==> config.mk <==
export PLATFORM = sky130hd
export DESIGN_NAME = crs_round_shift
export DESIGN_NICKNAME = d
export VERILOG_FILES = /design/src/rtl/crs_pkg.sv /design/src/rtl/crs_tie_detect.sv /design/src/rtl/crs_addend_gen.sv /design/src/rtl/crs_shift_core.sv /design/src/rtl/crs_round_shift.sv
export SDC_FILE = /design/constraint.sdc
export NUM_CORES = 1
export LEC_CHECK = 0
export BUFFER_PORTS_ARGS = -buffer_cell sky130_fd_sc_hd__buf_2
export CORE_MARGIN = 2
export CORE_UTILIZATION = 50
export DETAILED_ROUTE_END_ITERATION = 6
export PLACE_DENSITY = 0.64
export REMOVE_ABC_BUFFERS = 1
export SYNTH_ARGS = -nofsm -noshare
export SYNTH_HDL_FRONTEND = slang
export SYNTH_HIERARCHICAL = 1
export SYNTH_SLANG_ARGS = --single-unit
==> constraint.sdc <==
create_clock -name clk -period 11.11 [get_ports clk]
set_clock_uncertainty 0.05 [all_clocks]
set_input_delay 0.5555 -clock clk [delete_from_list [all_inputs] [get_ports clk]]
set_output_delay 0.5555 -clock clk [all_outputs]
set_load 0.01 [all_outputs]
==> src/rtl/crs_pkg.sv <==
package crs_pkg;

  // Which rounding constant the adder receives.
  typedef enum logic [1:0] {
    ADD_NONE = 2'd0,  // shift of zero: pass through
    ADD_HALF = 2'd1,  // ordinary half of the dropped weight
    ADD_KEPT = 2'd2   // tie candidate: kept LSB moved to the half position
  } addend_kind_t;

endpackage

==> src/rtl/crs_tie_detect.sv <==
module crs_tie_detect
  import crs_pkg::*;
#(
  parameter int DATA_W  = 32,
  parameter int SHIFT_W = $clog2(DATA_W)
) (
  input  logic [DATA_W-1:0]  data,
  input  logic [SHIFT_W-1:0] shift,
  output addend_kind_t       kind
);

  // below_mask[i] set when bit i sits strictly under the half position.
  logic [DATA_W-1:0] below_mask;

  genvar gi;
  generate
    for (gi = 0; gi < DATA_W; gi++) begin : g_mask
      assign below_mask[gi] = ({1'b0, shift} > (SHIFT_W+1)'(gi + 1));
    end
  endgenerate

  logic low_clear;
  assign low_clear = ~|(data & below_mask);

  always_comb begin
    if (shift == '0)
      kind = ADD_NONE;
    else if (low_clear)
      kind = ADD_KEPT;
    else
      kind = ADD_HALF;
  end

endmodule

==> src/rtl/crs_addend_gen.sv <==
module crs_addend_gen
  import crs_pkg::*;
#(
  parameter int DATA_W  = 32,
  parameter int SHIFT_W = $clog2(DATA_W),
  parameter int WIDE_W  = 2 * DATA_W
) (
  input  logic [DATA_W-1:0]  data,
  input  logic [SHIFT_W-1:0] shift,
  input  addend_kind_t       kind,
  output logic [WIDE_W-1:0]  addend
);

  logic [SHIFT_W-1:0] half_pos;
  assign half_pos = shift - SHIFT_W'(1);

  always_comb begin
    addend = '0;
    unique case (kind)
      ADD_HALF: addend = WIDE_W'(1) << half_pos;
      ADD_KEPT: addend = WIDE_W'(data[shift]) << half_pos;
      default:  addend = '0;
    endcase
  end

endmodule

==> src/rtl/crs_shift_core.sv <==
module crs_shift_core #(
  parameter int DATA_W  = 32,
  parameter int SHIFT_W = $clog2(DATA_W),
  parameter int WIDE_W  = 2 * DATA_W
) (
  input  logic [DATA_W-1:0]  data,
  input  logic [SHIFT_W-1:0] shift,
  input  logic [WIDE_W-1:0]  addend,
  output logic [DATA_W-1:0]  result
);

  logic signed [WIDE_W-1:0] extended;
  logic signed [WIDE_W-1:0] total;
  logic signed [WIDE_W-1:0] shifted;

  assign extended = WIDE_W'($signed(data));
  assign total    = extended + $signed(addend);
  assign shifted  = total >>> shift;
  assign result   = shifted[DATA_W-1:0];

endmodule

==> src/rtl/crs_round_shift.sv <==
module crs_round_shift
  import crs_pkg::*;
#(
  parameter int DATA_W  = 32,
  parameter int SHIFT_W = $clog2(DATA_W)
) (
  input  logic               clk,
  input  logic               rst,
  input  logic               in_valid,
  input  logic [DATA_W-1:0]  in_data,
  input  logic [SHIFT_W-1:0] in_shift,
  output logic               out_valid,
  output logic [DATA_W-1:0]  out_data
);

  localparam int WIDE_W = 2 * DATA_W;

  addend_kind_t        kind;
  logic [WIDE_W-1:0]   addend;
  logic [DATA_W-1:0]   result;

  crs_tie_detect #(.DATA_W(DATA_W), .SHIFT_W(SHIFT_W)) u_tie (
    .data  (in_data),
    .shift (in_shift),
    .kind  (kind)
  );

  crs_addend_gen #(.DATA_W(DATA_W), .SHIFT_W(SHIFT_W), .WIDE_W(WIDE_W)) u_addend (
    .data   (in_data),
    .shift  (in_shift),
    .kind   (kind),
    .addend (addend)
  );

  crs_shift_core #(.DATA_W(DATA_W), .SHIFT_W(SHIFT_W), .WIDE_W(WIDE_W)) u_core (
    .data   (in_data),
    .shift  (in_shift),
    .addend (addend),
    .result (result)
  );

  always_ff @(posedge clk) begin
    if (rst) begin
      out_valid <= 1'b0;
      out_data  <= '0;
    end else begin
      out_valid <= in_valid;
      if (in_valid)
        out_data <= result;
    end
  end

endmodule

==> results of run 1 <==
[per-stage QoR]
step	setup WS, ns	utilization [%]	cell area (sq um)
detailed placement	3.36	51.0	10800
CTS	3.61	51.7	10900
global route	2.87	51.7	10900
global placement	3.50	51.0	10800
floorplan	5.23	-	10000
finish	3.38	51.7	10900
[registers in the layout, summed over array words and instances (netlist names)]
register   cells
out_data      32
out_valid      1
[power by group through the flow]
stage	Clock (mW)	Combinational [mW]	Sequential, mW
2_1_floorplan	0	0.419	0.148
3_3_place_gp	0	0.597	0.142
3_5_place_dp	0	0.601	0.142
4_1_cts	0.135	0.604	0.140
5_1_grt	0.139	0.682	0.141
6_report	0.133	0.632	0.140
[how the worst min path moves through the flow]
stage / from / end / slack [ns] / cells past startpoint
CTS: out_data[10] / out_data[10] / 0.44 / 2
global placement: out_data[10] / out_data[10] / 0.42 / 2
global route: out_data[6] / out_data[6] / 0.46 / 2
detailed placement: out_data[10] / out_data[10] / 0.43 / 2
floorplan: out_data[0] / out_data[0] / 0.48 / 2
finish: out_data[10] / out_data[10] / 0.44 / 2
[routing by layer]
| metal | track usage, % | share of wire, % |
|---|---|---|
| met1 | 46.2 | 46 |
| met3 | 2.89 | 8.2 |
| met2 | 48.6 | 42 |
| met5 | 0 | 0 |
| met4 | 9.63 | 3.3 |
[worst max-delay path, stage by stage]
cell and delay [ns]:
buf_2 0.51, buf_4 0.63, a211oi_1 0.20, nand4_1 0.14, o221ai_1 0.11, nand4_1 0.17, nand3b_1 0.11, inv_1 0.05
ha_1 0.20, nand2_1 0.08, a221oi_2 0.04, a41o_2 0.44, nor3_1 0.32, ha_1 0.40, nand4_1 0.26, nor4_1 0.62
o2111ai_1 0.22, o211ai_1 0.57, nor2_1 0.22, xnor2_1 0.22, a21boi_0 0.59, a211oi_1 0.17, mux4_2 0.51, o221a_2 0.26
mux2i_1 0.13, nor2_1 0.06
[layout make-up]
class | count | share of cell area [%]
multi-input cells | 1330 | 84.7
flip-flops and latches | 33 | 6.04
repair buffers | 79 | 3.78
well taps | 275 | 3.15
clock buffers | 5 | 1.14
inverters | 30 | 1.03
clock inverters | 3 | 0.160
==> impl_results.md, run 1 <==
* Final wirelength at 36800 um
* TritonCTS clock tree: yes
* WL/cell at 21.0 um
* Worst-margin pin slew at 1.18 ns
* Core ar. at 21200 sq um
* First-pass GRT wire length at 58000 um
* Unrepaired setup endpoints after global routing: no
* WHS at 0.435 ns
* P&R area growth vs syn at 0.599%
* Setup crit start: in_shift[2]
* Commonest non-fill, non-tap cells in the layout: 156 x nand2_1, 146 x nor2_1, 137 x a21oi_1
* Commonest non-fill, non-tap cell in the layout: nand2_1
* Share of layout cells above drive strength 1 at 12.0%
* Hold Vio Cnt, Final at 0
* Fin cells at 1755
* DR vias/cell at 6.76
* PwrDens at 82.8 nW/um^2
* Sequential Power Share at 15.5%
* Routed Antenna Nets at 0
* Kind of start point of the critical path: input port
* Clock Sinks at 33
* Layout Nets at 1584
* Max-Slew Margin vs Limit at 21.4%
* Power Total at 0.905 mW
* Area of the multi-input gates at 9260 sq um
* Fill count at 2191
* Status: finished clean
* Comb pwr share at 69.8%
* DP Wirelength at 29200 um
* Period utilization at 69.5%
* Die area at 22900 sq um
* Largest net degree at the start of global routing at 63
* Sw Share at 50.1%
* Worst EP arrival at 7.82 ns
* Die Ht at 151 um
* Routability cong. at 1.03
* Reg-to-Reg Start: out_data[29]
* Final setup viols at 0
* ANT cells at 0
* Clk buf depth at 2
* CP endpoint kind: flip-flop
* Period minus WS final at 7.73 ns
* Number of remaining DRC errors at 0
* Skew-Pair Late Insertion Delay at 0.27 ns
* P_leak at 4.41 nW
* Setup TNS at 0 ns
* Root Buffer: clkbuf_16
* Placed Cells at 1747
* GRT Residual Overflow at 0
* Yosys warning total at 6
* Slack of the worst reg-to-reg path at 10.41 ns
* R2R cell count at 2
* R2R Path End: out_data[29]
* TritonCTS Buffers at 5
* Vias in the first global route at 10500
* Mapped cell area at 10900 sq um
* Post-CTS Hold Fix Bufs at 0
* I/O pin total at 73
* Port Buffer Count at 72
* Initial drt markers at 1346
* End point of the critical path: out_data[28]
* Worst setup path class: in -> reg
* Crit path max fanout at 55
* Post-Syn Instances at 1499
* Row count at 53
* Storage element area at 661 sq um
* # Post-CTS Setup Buffers at 0
* Reg clk slew, reported paths at 0.05 ns
* CP required at 11.20 ns
* DR pass1 iterations at 6
* Clock power share at 14.7%
* VDD IR max at 0.0587 mV
* Internal power at 0.451 mW
* Psw at 0.454 mW
* Avg Inst Size Synth at 7.25 sq um
* Post-CTS sizing at 0
* Initial antenna violation count at 0
* Maxcap violations at 0
* Total GRT Usage at 31.5%
* Max Slew Vio Count at 0
* Die W at 151 um
* Max Fclk at 0.129 GHz
* H-tree depth at 2
* Starting Density at 51.4%
* Routed vias at 11900
* Tightest Hold Check Type: reg -> reg
No activity file was read; power rests on OpenSTA's default activity.
==> run 2, diff against run 1 <==
==> constraint.sdc (replaced) <==
create_clock -name clk -period 7.8 [get_ports clk]
set_clock_uncertainty 0.05 [all_clocks]
set_input_delay 0.39 -clock clk [delete_from_list [all_inputs] [get_ports clk]]
set_output_delay 0.39 -clock clk [all_outputs]
set_load 0.01 [all_outputs]
==> run 2 against run 1 <==
Net effect: sequential cell count stayed put; global-route usage is 0.72 points higher; sequential share of layout area hardly changed; core utilization is 0.21 points higher; die area stayed put; final cell count is 0.34% higher; design area is 0.41% higher; critical path type unchanged; largest power group unchanged.
==> impl_results.md, run 2 (synthesized netlist as in run 1, its figures left out) <==
* I/O pin total at 73
* Starting Density at 51.4%
* Port Buffer Count at 72
* Period utilization at 93.6%
* Commonest non-fill, non-tap cell in the layout: nand2_1
* Routed Antenna Nets at 0
* Initial antenna violation count at 0
* Kind of start point of the critical path: input port
* Hold Path Origin: out_data[0]
* Worst-margin pin slew at 1.07 ns
* Most flops, register: out_data
* Reg-to-Reg Start: out_data[29]
* Max-Slew Margin vs Limit at 28.1%
* Final std cell area, no fill at 11000 sq um
* Worst setup path class: in -> reg
* GRT Residual Overflow at 0
* Routed vias at 11900
* Tightest Hold Check Type: reg -> reg
* First-pass GRT wire length at 59000 um
* PwrDens at 118 nW/um^2
* TritonCTS clock tree: yes
* Core ar. at 21200 sq um
* Status: finished clean
* Unrepaired setup endpoints after global routing: no
* Hold Vio Cnt, Final at 0
* Final wirelength at 37800 um
* VDD IR max at 0.101 mV
* Reg clk slew, reported paths at 0.06 ns
* DP Wirelength at 30200 um
* Die W at 151 um
* Die Ht at 151 um
* PnR worst setup slack at 0.500 ns
* ANT cells at 0
* TritonCTS Buffers at 5
* CP required at 7.89 ns
* Post-CTS Hold Fix Bufs at 0
* Layout Nets at 1590
* Commonest non-fill, non-tap cells in the layout: 156 x nand2_1, 146 x nor2_1, 137 x a21oi_1
* Area of the multi-input gates at 9260 sq um
* Clock Sinks at 33
* Number of remaining DRC errors at 0
* Share of layout cells above drive strength 1 at 12.3%
* WL/cell at 21.5 um
* Setup crit start: in_shift[0]
* CP endpoint kind: flip-flop
* Setup TNS at 0 ns
* Crit path max fanout at 32
* Max Fclk at 0.137 GHz
* Final setup viols at 0
* Buf/Inv on CP at 3
* CP delay by family, top: compound AO/OA/AOI/OAI gates
* DR vias/cell at 6.75
* # Post-CTS Setup Buffers at 0
* P_leak at 4.44 nW
* Total GRT Usage at 32.2%
* Skew-Pair Late Insertion Delay at 0.27 ns
* Routability cong. at 1.05
* Clk buf depth at 2
* Largest net degree at the start of global routing at 60
* Vias in the first global route at 10500
* CP max stage cell: mux4_2
* CP peak stage delay at 0.57 ns
* Storage element area at 661 sq um
* Initial drt markers at 1141
* Maxcap violations at 0
* WHS at 0.433 ns
* DR pass1 iterations at 5
* Post-DP Area at 10800 sq um
* Row count at 53
* Fill count at 2179
* Dpl ws at 0.506 ns
* P&R area growth vs syn at 1.01%
* Max Slew Vio Count at 0
* Worst EP arrival at 7.39 ns
* Die area at 22900 sq um
* Period minus WS final at 7.30 ns
* H-tree depth at 2
* Post-CTS sizing at 0
* Largest regs: out_data x32, out_valid x1
* Max reg flops at 32
* Root Buffer: clkbuf_16
-- run 2: changes by cell type in the layout (fill, tap and decap cells not counted) --
cell,change
buf_4,+6
-- run 2: final timing paths --
| check | to | depth (start not counted) | slack [ns] |
|---|---|---|---|
| setup / recovery | out_data[18] | 27 | 0.50 |
| hold reg to reg | out_data[0] | 2 | 0.43 |
| hold / removal | out_data[0] | 2 | 0.43 |
| setup reg to reg | out_data[29] | 2 | 7.09 |
-- run 2: metal layers --
metal	vias up	share of wire (%)	GRT usage, %
met4	0	2.2	7.10
met2	568	43	49.4
met3	59	8.7	4.16
li1	5647	-	-
met1	5608	46	47.7
met5	-	0	0
-- run 2: layout make-up --
class                      count  share of cell area (%)
clock buffer                   5                    1.14
clock inverter                 3                   0.160
inverter                      30                    1.03
multi-input combinational   1330                    84.3
sequential                    33                    6.02
tap                          275                    3.13
timing repair buffer          85                    4.17
-- run 2: worst reg2reg max path: cells and delay by family, from the launching register on --
kind	cells	cell delay, ns
flops	1	0.33
mux	1	0.13
simple gates	1	0.06
-- run 2: where the power goes --
group,internal [mW],switching (mW)
clock,0.117,0.0759
combinational,0.341,0.567
sequential,0.188,0.0108
total,0.646,0.653
-- run 2: stage by stage --
stage,util [%],total power [mW],cells
final,51.9,1.30,1761
after global routing,51.9,1.38,1761
after CTS,51.9,1.26,1761
after detailed placement,51.2,1.07,1753
after global placement,51.2,1.06,1753
after floorplan,-,0.807,1393
